--- src/rtl/rom_size_probe_pkg.sv ---
package rom_size_probe_pkg;
  typedef enum logic [2:0] {
    SQ_IDLE,
    SQ_EVAL,
    SQ_REQ,
    SQ_WAIT,
    SQ_FIN
  } seq_state_t;

  typedef enum logic [1:0] {
    PH_BASE,
    PH_LO,
    PH_HI
  } probe_phase_t;

  localparam logic [1:0] SZ_1M = 2'b00;
  localparam logic [1:0] SZ_2M = 2'b01;
  localparam logic [1:0] SZ_4M = 2'b10;
endpackage

--- src/rtl/rsp_match_ctr.sv ---
module rsp_match_ctr #(
  parameter int CNT_W  = 7,
  parameter int DATA_W = 8,
  parameter int WINDOW = 64
) (
  input  logic              clk,
  input  logic              rst,
  input  logic              clr,
  input  logic              cmp_en,
  input  logic [CNT_W-1:0]  idx,
  input  logic [DATA_W-1:0] ref_byte,
  input  logic [DATA_W-1:0] probe_byte,
  output logic [CNT_W-1:0]  cnt,
  output logic              live
);
  assign live = (cnt == idx);

  always_ff @(posedge clk) begin
    if (rst || clr) cnt <= '0;
    else if (cmp_en && live && (probe_byte == ref_byte)) cnt <= cnt + 1'b1;
  end

  // counter bounded by the window
  assert_cnt_in_window_R5: assert property (@(posedge clk) disable iff (rst)
    cnt <= CNT_W'(WINDOW));

  // a counter only steps by one, or clears
  assert_cnt_step_R5: assert property (@(posedge clk) disable iff (rst)
    (cnt != $past(cnt)) |-> ($past(clr) || cnt == $past(cnt) + 1'b1));
endmodule

--- src/rtl/rsp_seq.sv ---
module rsp_seq
  import rom_size_probe_pkg::*;
#(
  parameter int                ADDR_W   = 22,
  parameter int                DATA_W   = 8,
  parameter int                CNT_W    = 7,
  parameter int                WINDOW   = 64,
  parameter logic [ADDR_W-1:0] OFFS_LO  = 22'h100000,
  parameter logic [ADDR_W-1:0] OFFS_HI  = 22'h200000
) (
  input  logic              clk,
  input  logic              rst,
  input  logic              start,
  input  logic [1:0]        live,
  input  logic              rd_valid,
  input  logic [DATA_W-1:0] rd_data,
  output logic              rd_req,
  output logic [ADDR_W-1:0] rd_addr,
  output logic [CNT_W-1:0]  idx,
  output logic [DATA_W-1:0] ref_byte,
  output logic [1:0]        cmp_en,
  output logic              clr,
  output logic              finish,
  output logic              busy
);
  seq_state_t   state;
  probe_phase_t phase;

  logic [ADDR_W-1:0] idx_ext;
  assign idx_ext = ADDR_W'(idx);

  always_comb begin
    unique case (phase)
      PH_LO:   rd_addr = OFFS_LO + idx_ext;
      PH_HI:   rd_addr = OFFS_HI + idx_ext;
      default: rd_addr = idx_ext;
    endcase
  end

  assign rd_req = (state == SQ_REQ);
  assign busy   = (state != SQ_IDLE);
  assign finish = (state == SQ_FIN);
  assign clr    = (state == SQ_IDLE) && start;

  logic take;
  assign take = (state == SQ_WAIT) && rd_valid;
  assign cmp_en[0] = take && (phase == PH_LO);
  assign cmp_en[1] = take && (phase == PH_HI);

  always_ff @(posedge clk) begin
    if (rst) begin
      state    <= SQ_IDLE;
      phase    <= PH_BASE;
      idx      <= '0;
      ref_byte <= '0;
    end else begin
      unique case (state)
        SQ_IDLE: if (start) begin
          idx   <= '0;
          state <= SQ_EVAL;
        end
        SQ_EVAL: begin
          if (idx == CNT_W'(WINDOW) || live == 2'b00) state <= SQ_FIN;
          else begin
            phase <= PH_BASE;
            state <= SQ_REQ;
          end
        end
        SQ_REQ: state <= SQ_WAIT;
        SQ_WAIT: if (rd_valid) begin
          unique case (phase)
            PH_BASE: begin
              ref_byte <= rd_data;
              if (live[0]) begin
                phase <= PH_LO;
                state <= SQ_REQ;
              end else if (live[1]) begin
                phase <= PH_HI;
                state <= SQ_REQ;
              end else begin
                idx   <= idx + 1'b1;
                state <= SQ_EVAL;
              end
            end
            PH_LO: begin
              if (live[1]) begin
                phase <= PH_HI;
                state <= SQ_REQ;
              end else begin
                idx   <= idx + 1'b1;
                state <= SQ_EVAL;
              end
            end
            default: begin
              idx   <= idx + 1'b1;
              state <= SQ_EVAL;
            end
          endcase
        end
        default: state <= SQ_IDLE;
      endcase
    end
  end

  // request lasts one cycle
  assert_req_single_R9: assert property (@(posedge clk) disable iff (rst)
    rd_req |=> !rd_req);

  // requests only while a scan runs
  assert_req_in_scan_R9: assert property (@(posedge clk) disable iff (rst)
    rd_req |-> busy);

  // base address stays inside the window
  assert_addr_window_R2: assert property (@(posedge clk) disable iff (rst)
    (rd_req && phase == PH_BASE) |-> (rd_addr < ADDR_W'(WINDOW)));

  // low mirror probed only while its counter is live
  assert_lo_live_R3: assert property (@(posedge clk) disable iff (rst)
    (rd_req && phase == PH_LO) |-> live[0]);

  // high mirror probed only while its counter is live
  assert_hi_live_R4: assert property (@(posedge clk) disable iff (rst)
    (rd_req && phase == PH_HI) |-> live[1]);
endmodule

--- src/rtl/rom_size_probe.sv ---
module rom_size_probe
  import rom_size_probe_pkg::*;
#(
  parameter int                ADDR_W  = 22,
  parameter int                DATA_W  = 8,
  parameter int                WINDOW  = 64,
  parameter logic [ADDR_W-1:0] OFFS_LO = 22'h100000,
  parameter logic [ADDR_W-1:0] OFFS_HI = 22'h200000
) (
  input  logic              clk,
  input  logic              rst,
  input  logic              start,
  output logic              rd_req,
  output logic [ADDR_W-1:0] rd_addr,
  input  logic              rd_valid,
  input  logic [DATA_W-1:0] rd_data,
  output logic              busy,
  output logic              done,
  output logic [1:0]        size_code
);
  localparam int CNT_W = $clog2(WINDOW + 1);

  logic [CNT_W-1:0]  idx;
  logic [DATA_W-1:0] ref_byte;
  logic [1:0]        cmp_en;
  logic [1:0]        live;
  logic              clr;
  logic              finish;
  logic [CNT_W-1:0]  cnt [2];

  rsp_seq #(
    .ADDR_W(ADDR_W), .DATA_W(DATA_W), .CNT_W(CNT_W), .WINDOW(WINDOW),
    .OFFS_LO(OFFS_LO), .OFFS_HI(OFFS_HI)
  ) u_seq (
    .clk(clk), .rst(rst), .start(start), .live(live),
    .rd_valid(rd_valid), .rd_data(rd_data),
    .rd_req(rd_req), .rd_addr(rd_addr), .idx(idx), .ref_byte(ref_byte),
    .cmp_en(cmp_en), .clr(clr), .finish(finish), .busy(busy)
  );

  for (genvar g = 0; g < 2; g++) begin : g_cand
    rsp_match_ctr #(.CNT_W(CNT_W), .DATA_W(DATA_W), .WINDOW(WINDOW)) u_ctr (
      .clk(clk), .rst(rst), .clr(clr), .cmp_en(cmp_en[g]), .idx(idx),
      .ref_byte(ref_byte), .probe_byte(rd_data), .cnt(cnt[g]), .live(live[g])
    );
  end

  logic [1:0] size_next;
  always_comb begin
    if (cnt[0] == CNT_W'(WINDOW))      size_next = SZ_1M;
    else if (cnt[1] == CNT_W'(WINDOW)) size_next = SZ_2M;
    else                               size_next = SZ_4M;
  end

  always_ff @(posedge clk) begin
    if (rst) begin
      done      <= 1'b0;
      size_code <= SZ_4M;
    end else begin
      done <= finish;
      if (finish) size_code <= size_next;
    end
  end

  // done is a single-cycle pulse
  assert_done_pulse_R8: assert property (@(posedge clk) disable iff (rst)
    done |=> !done);

  // size code moves only with done
  assert_size_held_R8: assert property (@(posedge clk) disable iff (rst)
    !$stable(size_code) |-> done);

  // reserved code never reported
  assert_size_legal_R7: assert property (@(posedge clk) disable iff (rst)
    size_code != 2'b11);
endmodule

--- config.mk ---
export PLATFORM = sky130hd
export DESIGN_NAME = rom_size_probe
export DESIGN_NICKNAME = d
export VERILOG_FILES = /design/src/rtl/rom_size_probe_pkg.sv /design/src/rtl/rsp_match_ctr.sv /design/src/rtl/rsp_seq.sv /design/src/rtl/rom_size_probe.sv
export SDC_FILE = /design/constraint.sdc
export NUM_CORES = 1
export LEC_CHECK = 0
export ABC_AREA = 1
export CAP_MARGIN = 20
export CORE_ASPECT_RATIO = 0.5
export CORE_UTILIZATION = 30
export CTS_CLUSTER_DIAMETER = 30
export DETAILED_ROUTE_END_ITERATION = 10
export PLACE_DENSITY = 0.53
export SETUP_SLACK_MARGIN = 0.1
export SYNTH_ARGS = -nofsm -noshare
export SYNTH_HDL_FRONTEND = slang
export SYNTH_SLANG_ARGS = --single-unit
--- constraint.sdc ---
create_clock -name clk -period 1.5 [get_ports clk]
set_input_delay 0.375 -clock clk [delete_from_list [all_inputs] [get_ports clk]]
set_output_delay 0.375 -clock clk [all_outputs]
set_load 0.05 [all_outputs]
## After elaboration in Yosys (flattened, before gate mapping)

Index checks and enable logic that the tools add are counted.

| word-level totals | value |
|---|---|
| flip-flop bits (word level) | 37 |
| logic and storage cells | 72 |

| cells by class | value |
|---|---|
| multiplexer cells | 22 |
| equal/unequal tests | 17 |
| reductions and logical operators | 20 |
| $add $sub $neg | 5 |

Operators by type and width:

| cell | number |
|---|---|
| $pmux W22 S2 | 1 |
| $mux W7 | 4 |
| $pmux W7 S2 | 2 |
| $add A21 B7 Y22 const A | 1 |
| $add A22 B7 Y22 const A | 1 |
| $add A7 B1 Y7 const B | 3 |
| $eq A7 B7 Y1 const B | 3 |
| $eq A7 B7 Y1 | 2 |
| $mux W2 | 7 |
| $mux W3 | 4 |
| $pmux W3 S4 | 1 |
| $eq A8 B8 Y1 | 1 |
| $logic_and A1 B1 Y1 | 8 |
| $pmux W2 S2 | 2 |
| $reduce_and A4 Y1 | 2 |
| $eq A3 B2 Y1 const B | 2 |
| $ne A2 B2 Y1 const B | 3 |
| $ne A3 B3 Y1 const B | 2 |
| $pmux W3 S2 | 1 |
| $logic_not A2 Y1 | 2 |
| $reduce_bool A2 Y1 | 2 |
| $eq A3 B1 Y1 const B | 1 |
| $eq A3 B3 Y1 const B | 1 |
| $logic_not A3 Y1 | 1 |
| other kinds (6) | 7 |

## Longest topological paths before layout

| depth | value |
|---|---|
| word-level depth | 6 |
| gate-level depth with buffers | 13 |

## Hierarchy

From an unflattened synthesis, not the netlist that was laid out.

| unflattened totals | value |
|---|---|
| cells, all modules | 520 |
| area total of the unflattened synthesis | 3,026.7 µm² |

Modules (own cells, without submodules):

| module | area each (µm²) | sequential area each (µm²) | cells an instance | instances |
|---|---|---|---|---|
| rsp_match_ctr | 793.3 | 140.1 | 152 | 2 |
| rsp_seq | 1,275.0 | 400.4 | 188 | 1 |
| rom_size_probe | 165.2 | 60.1 | 28 | 1 |

## Least setup slack after synthesis

Ideal clock, no wire load.

| path | value |
|---|---|
| path type | register to register |
| start point | register u_seq.state[1] |
| end point | register u_seq.state[1] |
| required time | 1.429 ns |
| clock period less this slack | 2.023 ns |
| arrival time | 1.953 ns |
| slack | -0.523 ns |
| buffers on the path | 0 |
| cell stages (with the launch flop) | 7 |
| path through | dfxtp_1 -> inv_1 -> nor3_1 -> nor2_1 -> nand3_1 -> nand2_1 -> a21oi_1 |

RTL lines:

| item | line | RTL |
|---|---|---|
| start, declared | rsp_seq.sv:26 | `seq_state_t state;` |
| start signal, assigned | rsp_seq.sv:52 | `state <= SQ_IDLE;` |
| start signal, assigned | rsp_seq.sv:60 | `state <= SQ_EVAL;` |
| start signal, assigned | rsp_seq.sv:63 | `if (idx == CNT_W'(WINDOW) \|\| live == 2'b00) state <= SQ_FIN;` |
| $eq A3 B2 Y1 | - |  |
| net rd_req | rom_size_probe.sv:13 | `output logic rd_req,` |
| $pmux W3 S4 | rsp_seq.sv:57 | `unique case (state)` |

The timed path passes the listed nets, and every way through them passes these cells.
A chain may end at the register's enable or synchronous reset.

## Worst setup path after layout

| path | value |
|---|---|
| start point | register u_seq.idx[2] |
| end point | register g_cand[1].u_ctr.cnt[3] |

| between the ends | value |
|---|---|
| word-level cells in the longest chain between the ends | 3 |

RTL lines:

| item | line | RTL |
|---|---|---|
| start, declared | rsp_seq.sv:19 | `output logic [CNT_W-1:0] idx,` |
| start signal, assigned | rsp_seq.sv:81 | `idx <= idx + 1'b1;` |
| start signal, assigned | rsp_seq.sv:90 | `idx <= idx + 1'b1;` |
| start signal, assigned | rsp_seq.sv:95 | `idx <= idx + 1'b1;` |
| $eq A7 B7 Y1 | rsp_match_ctr.sv:16 | `assign live = (cnt == idx);` |
| $logic_and A1 B1 Y1 (2 in a row) | rsp_match_ctr.sv:20 | `else if (cmp_en && live && (probe_byte == ref_byte)) cnt <= cnt + 1'b1;` |
| end signal, assigned | rsp_match_ctr.sv:20 |  |
| end, declared | rsp_match_ctr.sv:13 | `output logic [CNT_W-1:0] cnt,` |

No other way between the ends.

==> results.yml <==
status:
  outcome: "complete, but fails checks"
  violations: "setup timing"
worst_hold_path:
  hold_class: "in2reg"
  whs_path_depth: 3
  hp-start: "rd_data[6]"
grt:
  grt_use_total_pct: 17.4
  grt_first_pass_wirelength_um: 11300
  grt_overflow_total: 0
  grt_max_degree: 13
  antenna_found_initial: 0
  first_global_vias: 2440
floorplanning:
  start_util_pct: 32.0
  fp-row-count: 22
  die_h_um: 65.5
  core_area_um2: 7570
  ios: 39
  die_x_um: 129
  die-area_um2: 8450
cells_and_area:
  drive_gt1_share_pct: 41.0
  n_antenna_cell: 0
  area_delta_synth_final_pct: 62.6
  layout.nets: 463
  utilization_pct: 52.0
  fin_cells: 554
logic_synthesis:
  ys_ff_latch: 37
  yosysMostFrequentCell: "nand2_1"
  yosysTopAreaCellShare_pct: 30.6
  synth_cell_types: 35
  synth_common_cells: "nand2_1, nor2_1, dfxtp_1"
  ys_seq_area_share_pct: 30.6
  syn_avg_cell_area_um2: 6.89
  yosys_warnings: 0
  synth_compound_area_share_pct: 10.3
  synthCells: 351
  synth_top_area_cell: "dfxtp_1"
  synth_edf_count: 0
  synth_area_leaders: "dfxtp_1, nand2_1, nor2_1, xor2_1, inv_1"
  async_flop_share_pct: 0
  synthMuxAreaShare_pct: 0
  yosys.area_share.adder_pct: 3.10
  synth_flop_cell: "dfxtp_1"
  yosys.area_share.simple_pct: 34.5
  synth_xor_area_share_pct: 9.05
  synth_top_family_by_area: "simple AND/OR/NAND/NOR gates"
  synth_area_um2: 2420
critical_path:
  critPathCapture: "g_cand[1].u_ctr.cnt[3]"
  endpoint_kind: "register"
  ff2ff_path_depth: 9
  worst_setup_path_start_kind: "register"
  worstReg2RegStart: "u_seq.idx[2]"
  worst-endpoint-arrival_ns: 1.73
  cp_slowest_cell: "dfxtp_4"
  required_ns: 1.67
  slowest_delay_ns: 0.41
  path_class: "reg2reg"
  reg2reg_slack_ns: -0.06
  cp_common_cell: "nor2_4"
  reg2reg_to: "g_cand[1].u_ctr.cnt[3]"
  path_cells: "xnor2_2, nand2_2, nor2_4, nand2_4, nor2_4, buf_6, nand3_4, o21ai_2, a21oi_1"
  crit_fanout: 6
  startpoint: "u_seq.idx[2]"
timing:
  fin_ws_ns: -0.0650
  fmax_mhz: 639
  report.final.slew_viol_count: 0
  rsz0062_at_grt: "yes"
  fin_skew_ns: 0.00447
  fin_crit_ns: 1.56
  fin_crit_sh_pct: 104
  setup_viol: 10
  whs_ns: 0.489
  final_hold_viol_count: 0
drt:
  wl_um: 6910
  drt-initial-drc-count: 133
  ant_nets: 0
  vias_per_cell: 4.62
  vias: 2560
  first_pass_iters: 4
  route.detailed.drc: 0
  wire_per_inst_um: 12.5
place:
  io_buffers: 25
  place.gp.congestion: 0.833
  dp_cells: 525
  dp_hpwl_um: 5030
clock_tree:
  clock-sinks: 37
  clock-root-buffer: "clkbuf_16"
  clock_path_buffers: 2
  htree_levels: 2
  clk_pin_slew_worst_paths_ns: 0.06
  cts_buffers: 5
  hold_buffers: 0
  clk_latency_ns: 0.28
  cts_tree: "done"
pwr:
  irDropWorstVdd_uv: 513
  p_per_area_nw_per_um2: 917
  leakagePower_nw: 1.67
  power.total_mw: 3.61
run:
  maxCapViolCount: 0
[report_power, final]
group | internal [mW] | leakage [nW] | total, mW | switching, mW
Combinational | 0.596 | 1.29 | 1.43 | 0.838
Sequential | 1.03 | 0.309 | 1.10 | 0.0677
Clock | 0.663 | 0.0712 | 1.07 | 0.411
Total | 2.29 | 1.67 | 3.61 | 1.32
[worst max-delay path: cells and delay by family, from the launching register on]
family / cells / cell delay, ns
buffers and inverters: 1 / 0.12
xor gates and xnor gates: 1 / 0.13
and+or+nand+nor: 5 / 0.58
AOI/OAI and AO/OA: 2 / 0.20
DFF: 1 / 0.41
[flip-flops by register name, summed over array words and instances (netlist names)]
| name | cells |
|---|---|
| done | 1 |
| u_seq.state | 3 |
| g_cand.u_ctr.cnt | 14 |
| u_seq.ref_byte | 8 |
| size_code | 2 |
| u_seq.idx | 7 |
| u_seq.phase | 2 |
[routing by layer]
metal	vias up	part of all wire [%]	track usage [%]
li1	1291	-	-
met1	1193	48	22.5
met2	65	47	29.6
met3	11	3.5	2.85
met4	0	1.6	5.74
met5	-	0	0
[kinds of logic (layout without fill, tap and decap cells)]
kind of cell / after synthesis / in the layout
simple gates: 175 / 176
buf+inv: 61 / 143
compound gates: 46 / 46
flops: 37 / 37
xor+xnor: 25 / 25
fa+ha+maj: 6 / 6
other cells: 1 / 13
[how the worst min path moves through the flow]
stage | endpoint | slack, ns
after floorplan | u_seq.idx[2] | 0.43
after global placement | g_cand[0].u_ctr.cnt[6] | 0.49
after detailed placement | g_cand[0].u_ctr.cnt[6] | 0.50
after CTS | u_seq.ref_byte[0] | 0.49
after global routing | u_seq.ref_byte[1] | 0.51
final | u_seq.ref_byte[6] | 0.49
[cell usage in the layout, fill, tap and decap left out, types with 3 or more instances in the layout]
cell           count
nand2_4            4
xnor2_2            4
xnor2_1            7
buf_6             13
a21oi_1           20
clkbuf_16          5
buf_12            15
nor3_1             6
dfxtp_4           12
dlygate4sd2_1      9
inv_1             25
buf_4             54
nand3_1            5
o21ai_1            5
nand3_2            6
conb_1            13
ha_1               6
dfxtp_1           23
inv_2              9
nor2_4            12
o21ai_0           11
nor2_2             5
nand2_2            7
nand3_4            8
a21oi_2            3
nor2_1            39
nor3_2             3
xor2_1            13
inv_4              6
nand4_1           11
o21ai_2            4
nand2_1           64
[repair_timing]
| item | 4_1_cts | 5_1_grt |
|---|---|---|
| setup buffers | 12 | 10 |
| gates cloned | 1 | 0 |
| endpoints found under the setup margin | 29 | 40 |
| resized for setup | 76 | 30 |
| pin swaps | 25 | 29 |
[area by class of cell]
type                            instances  area [µm²]
Fill cell                             708        3640
Multi-Input combinational cell        266        1740
Timing Repair Buffer                   93         951
Sequential cell                        37         788
Inverter                               42         175
Clock buffer                            8         146
Tap cell                              108         135
[per-stage QoR]
stage | TNS, ns | cell area [µm²] | worst slack, ns
3_3_place_gp | -9.37 | 3320 | -0.452
6_report | -0.200 | 3930 | -0.0650
4_1_cts | -0.0306 | 3770 | -0.0153
3_5_place_dp | -9.58 | 3320 | -0.517
5_1_grt | -2.40 | 3930 | -0.137
2_1_floorplan | -0.00501 | 2560 | -0.00425
No activity file was read; power rests on OpenSTA's default activity.
